File: src/rtl/sh_pkg.sv
package sh_pkg;

   localparam int SH_WORD_W_DEF = 32;

   typedef enum logic {
      SH_PATH_REG = 1'b0,
      SH_PATH_FWD = 1'b1
   } sh_path_e;

   function automatic logic sh_xfer(input logic stb, input logic ack);
      return stb & ack;
   endfunction

endpackage

File: src/rtl/sh_capture.sv
module sh_capture #(
   parameter int WORD_W = sh_pkg::SH_WORD_W_DEF
) (
   input  logic              clk,
   input  logic              rst,
   input  logic              src_stb,
   input  logic [WORD_W-1:0] src_word,
   output logic              src_ack,
   output logic              take,
   output logic [WORD_W-1:0] hold_word
);

   initial begin
      if (WORD_W < 1) $error("sh_capture: WORD_W must be positive");
   end

   assign take = sh_pkg::sh_xfer(src_stb, src_ack);

   always_ff @(posedge clk) begin
      if (rst) begin
         src_ack <= 1'b0;
      end else begin
         src_ack <= 1'b1;
      end
   end

   always_ff @(posedge clk) begin
      if (rst) begin
         hold_word <= '0;
      end else if (take) begin
         hold_word <= src_word;
      end
   end

endmodule

File: src/rtl/sh_present.sv
module sh_present #(
   parameter int WORD_W     = sh_pkg::SH_WORD_W_DEF,
   parameter bit FORWARD    = 1'b1,
   parameter bit PRIME_ZERO = 1'b1
) (
   input  logic              clk,
   input  logic              rst,
   input  logic              take,
   input  logic [WORD_W-1:0] src_word,
   input  logic [WORD_W-1:0] hold_word,
   input  logic              dst_ack,
   output logic              dst_stb,
   output logic [WORD_W-1:0] dst_word
);

   localparam sh_pkg::sh_path_e PATH = FORWARD ? sh_pkg::SH_PATH_FWD
                                               : sh_pkg::SH_PATH_REG;

   logic have_word;
   logic avail;

   generate
      if (PRIME_ZERO) begin : g_prime
         always_ff @(posedge clk) begin
            if (rst) have_word <= 1'b0;
            else     have_word <= 1'b1;
         end
      end else begin : g_wait
         always_ff @(posedge clk) begin
            if (rst)       have_word <= 1'b0;
            else if (take) have_word <= 1'b1;
         end
      end
   endgenerate

   generate
      if (PATH == sh_pkg::SH_PATH_FWD) begin : g_fwd
         assign dst_word = take ? src_word : hold_word;
         assign avail    = have_word | take;
      end else begin : g_reg
         assign dst_word = hold_word;
         assign avail    = have_word;
      end
   endgenerate

   assign dst_stb = avail & dst_ack;

endmodule

File: src/rtl/sh_decoupler.sv
module sh_decoupler #(
   parameter int DATA_W     = 32,
   parameter bit FORWARD    = 1'b1,
   parameter bit PRIME_ZERO = 1'b1
) (
   input  logic              clk,
   input  logic              rst,
   input  logic [DATA_W-1:0] in_data,
   input  logic              in_stb,
   output logic              in_ack,
   output logic [DATA_W-1:0] out_data,
   output logic              out_stb,
   input  logic              out_ack,
   output logic              exception
);

   initial begin
      if (DATA_W < 1 || DATA_W > 1024) $error("sh_decoupler: DATA_W out of range");
   end

   logic              take_w;
   logic [DATA_W-1:0] hold_w;

   sh_capture #(.WORD_W(DATA_W)) u_cap (
      .clk       (clk),
      .rst       (rst),
      .src_stb   (in_stb),
      .src_word  (in_data),
      .src_ack   (in_ack),
      .take      (take_w),
      .hold_word (hold_w)
   );

   sh_present #(
      .WORD_W     (DATA_W),
      .FORWARD    (FORWARD),
      .PRIME_ZERO (PRIME_ZERO)
   ) u_pres (
      .clk       (clk),
      .rst       (rst),
      .take      (take_w),
      .src_word  (in_data),
      .hold_word (hold_w),
      .dst_ack   (out_ack),
      .dst_stb   (out_stb),
      .dst_word  (out_data)
   );

   assign exception = 1'b0;

endmodule

File: config.mk
export PLATFORM = sky130hd
export DESIGN_NAME = sh_decoupler
export DESIGN_NICKNAME = d
export VERILOG_FILES = /design/src/rtl/sh_pkg.sv /design/src/rtl/sh_capture.sv /design/src/rtl/sh_present.sv /design/src/rtl/sh_decoupler.sv
export SDC_FILE = /design/constraint.sdc
export NUM_CORES = 1
export LEC_CHECK = 0
export BUFFER_PORTS_ARGS = -buffer_cell sky130_fd_sc_hd__buf_4
export CORE_MARGIN = 5
export CORE_UTILIZATION = 30
export CTS_BUF_LIST = sky130_fd_sc_hd__clkbuf_4 sky130_fd_sc_hd__clkbuf_8 sky130_fd_sc_hd__clkbuf_16
export DETAILED_ROUTE_END_ITERATION = 8
export PLACE_DENSITY_LB_ADDON = 0.1
export SLEW_MARGIN = 20
export SYNTH_ARGS = -nofsm -noshare
export SYNTH_HDL_FRONTEND = slang
export SYNTH_HIERARCHICAL = 1
export SYNTH_SLANG_ARGS = --single-unit
File: constraint.sdc
create_clock -name clk -period 1.6 [get_ports clk]
set_input_delay 0.08 -clock clk [delete_from_list [all_inputs] [get_ports clk]]
set_output_delay 0.08 -clock clk [all_outputs]
set_load 0.05 [all_outputs]
==> flow_summary.json <==
{
  "crit_cells": 4,
  "nNetsFinal": 285,
  "cts.clk_slew.worst_paths_ps": 70,
  "vdd_drop_max_v": 0.0002759,
  "fp.dieArea_sq_mm": 0.008720,
  "hold_class": "input pin to flop",
  "maxSlewViolCount": 0,
  "cts_tree": "done",
  "syn_nets": 226,
  "skew_ps": 2.921,
  "rsz0062_at_grt": "yes",
  "grt_first_pass_wirelength_microns": 8031,
  "crit_chain": "and2_4 > buf_12 > mux2_2 > buf_6",
  "start_util_pct": 30.70,
  "synthDistinctLibCells": 17,
  "drt_first_pass_iters": 3,
  "drv_cap": 0,
  "die_y_microns": 93.38,
  "start_kind": "flop",
  "port_buffers": 69,
  "ant_nets": 0,
  "grt_pass1_vias": 1573,
  "final_cell_mix": "38 x buf_4, 33 x buf_6, 33 x dfxtp_1",
  "fp-row-count": 30,
  "via_count": 1596,
  "drc": 0,
  "netlist_area_sq_mm": 0.002086,
  "drive_gt1_share_pct": 55.20,
  "place_congestion": 0.6390,
  "ios": 71,
  "cts_sinks": 34,
  "track_usage_pct": 11.50,
  "crit_family": "flip-flops",
  "p_leak_nw": 1.202,
  "wl_per_cell_microns": 14.30,
  "num_antenna_cells": 0,
  "worst-setup-path-type": "flop to output pin",
  "htree_levels": 2,
  "power.total_w": 0.002328,
  "grt_max_degree": 66,
  "rr_worst_depth": 3,
  "final-setup-viol-count": 0,
  "drt_iter0_markers": 43,
  "gr-total-overflow": 0,
  "postCtsSetupRepairBufs": 0,
  "post-route-min-period_ps": 1580,
  "viasPerCell": 4.613,
  "cts_buffers": 5,
  "ys_seq_area_share_pct": 32.63,
  "holdBufCountCts": 0,
  "synth_cells": 190,
  "p_per_area_mw_per_mm2": 819.3,
  "clock_path_buffers": 2,
  "required_ps": 1520,
  "crit_path_top_delay_cell": "dfxtp_4",
  "finalWirelength_microns": 4947,
  "syn2layout_area_growth_pct": 36.23,
  "crit_path_end_kind": "output pin",
  "synth_seq_cells": 34,
  "clock_latency_ps": 280,
  "final_common_cell": "buf_4",
  "whs_ps": 62.09,
  "slowest_delay_ps": 350,
  "slew_headroom_pct": 56.70,
  "hold_violations": 0,
  "tightest_slew_ps": 649.6,
  "hpwlAfterDp_microns": 3161,
  "ys.warnings.count": 6,
  "fmaxAchievable_ghz": 0.6328,
  "path_buf_inv": 2,
  "die_w_microns": 93.38,
  "root_buffer": "clkbuf_8",
  "status": "finished, final reports clean",
  "critPathMaxFanout": 9,
  "antenna_found_initial": 0,
  "post-route-period-util_pct": 98.77,
  "arrival_ps": 1500,
  "avgSynthCellArea_sq_um": 10.98,
  "core-area_sq_mm": 0.006794,
  "min_path_cells": 3
}
worst register-to-register path: cells and delay by family, from the launching register on:
family / cells / cell delay, ps
AOI/OAI and AO/OA: 2 / 280
buffers and inverters: 1 / 390
DFF: 1 / 350
state kept, by name (all words and copies together), names as in the netlist:
signal,count
u_cap/hold_word,32
u_pres/have_word,1
u_cap/src_ack,1
routing by layer:
layer  routed length [microns]  track usage (%)  up-vias
li1                          -                -      796
met1                      2375            15.84      750
met2                      2150            16.32       45
met3                       361            4.505        5
met4                        59            3.663        0
met5                         0                0        -
synth_stat cells:
cell type  number  area, sq um
a21bo_2         3        30.03
and2_1          1        6.260
buf_12          3        60.06
dfxtp_1        34        680.7
a21bo_1        29        290.3
a21oi_1        15        75.07
a21oi_2        17        148.9
inv_1           2        7.510
buf_6           6        67.56
buf_4           4        30.03
buf_2           9        45.04
conb_1          1        3.750
mux2_2          3        33.78
clkbuf_1        1        3.750
o21a_1          1        7.510
nand3_1        32        160.2
mux2_4         29        435.4
metrics by stage:
step                instances  util (%)  TNS [ps]  area [sq um]  setup slack [ps]
finish                    346     41.82         0          2841             19.70
global route              346     41.82    -259.8          2841            -36.15
CTS                       346     40.66         0          2763             2.293
detailed placement        337     38.07         0          2586             272.5
global placement          337     38.07         0          2586             284.8
floorplan                 190         -         0          2093             3.564
cell families (layout without fill, tap and decap cells):
group,Yosys count,count (layout),share of synthesized area (%)
buffers and inverters,25,85,10.26
DFF,34,34,32.63
and+or+nand+nor,33,33,7.978
other,1,1,0.1798
AOI/OAI and AO/OA,65,65,26.45
muxes,32,32,22.50
final timing paths:
kind / end / start / slack [ps]
worst max-delay path: out_data[31] / u_cap/src_ack / 20
worst min-delay path: u_cap/hold_word[3] / in_data[3] / 60
worst max register to register: u_cap/hold_word[19] / u_cap/src_ack / 450
worst min register to register: u_cap/hold_word[31] / u_cap/hold_word[31] / 570
repair_timing:
item / 4_1_cts / 5_1_grt
endpoints found under the setup margin: 24 / 33
cloned: 1 / 0
resized for setup: 16 / 21
where the power goes:
part           leakage [nW]  internal, W  switching (W)  total (W)
sequential            0.279     0.000885      0.0000187   0.000904
clock                0.0517     0.000364       0.000305   0.000669
combinational         0.871     0.000334       0.000421   0.000755
total                  1.20      0.00158       0.000745    0.00233
layout make-up:
class | count | area [sq um]
Clock inverter | 1 | 5.005
Multi-Input combinational cell | 131 | 1195
Clock buffer | 7 | 90.09
Sequential cell | 34 | 684.4
Tap cell | 96 | 120.1
Inverter | 2 | 7.507
Fill cell | 689 | 3953
Timing Repair Buffer | 75 | 739.5
Power figures use the tool's default switching activity.
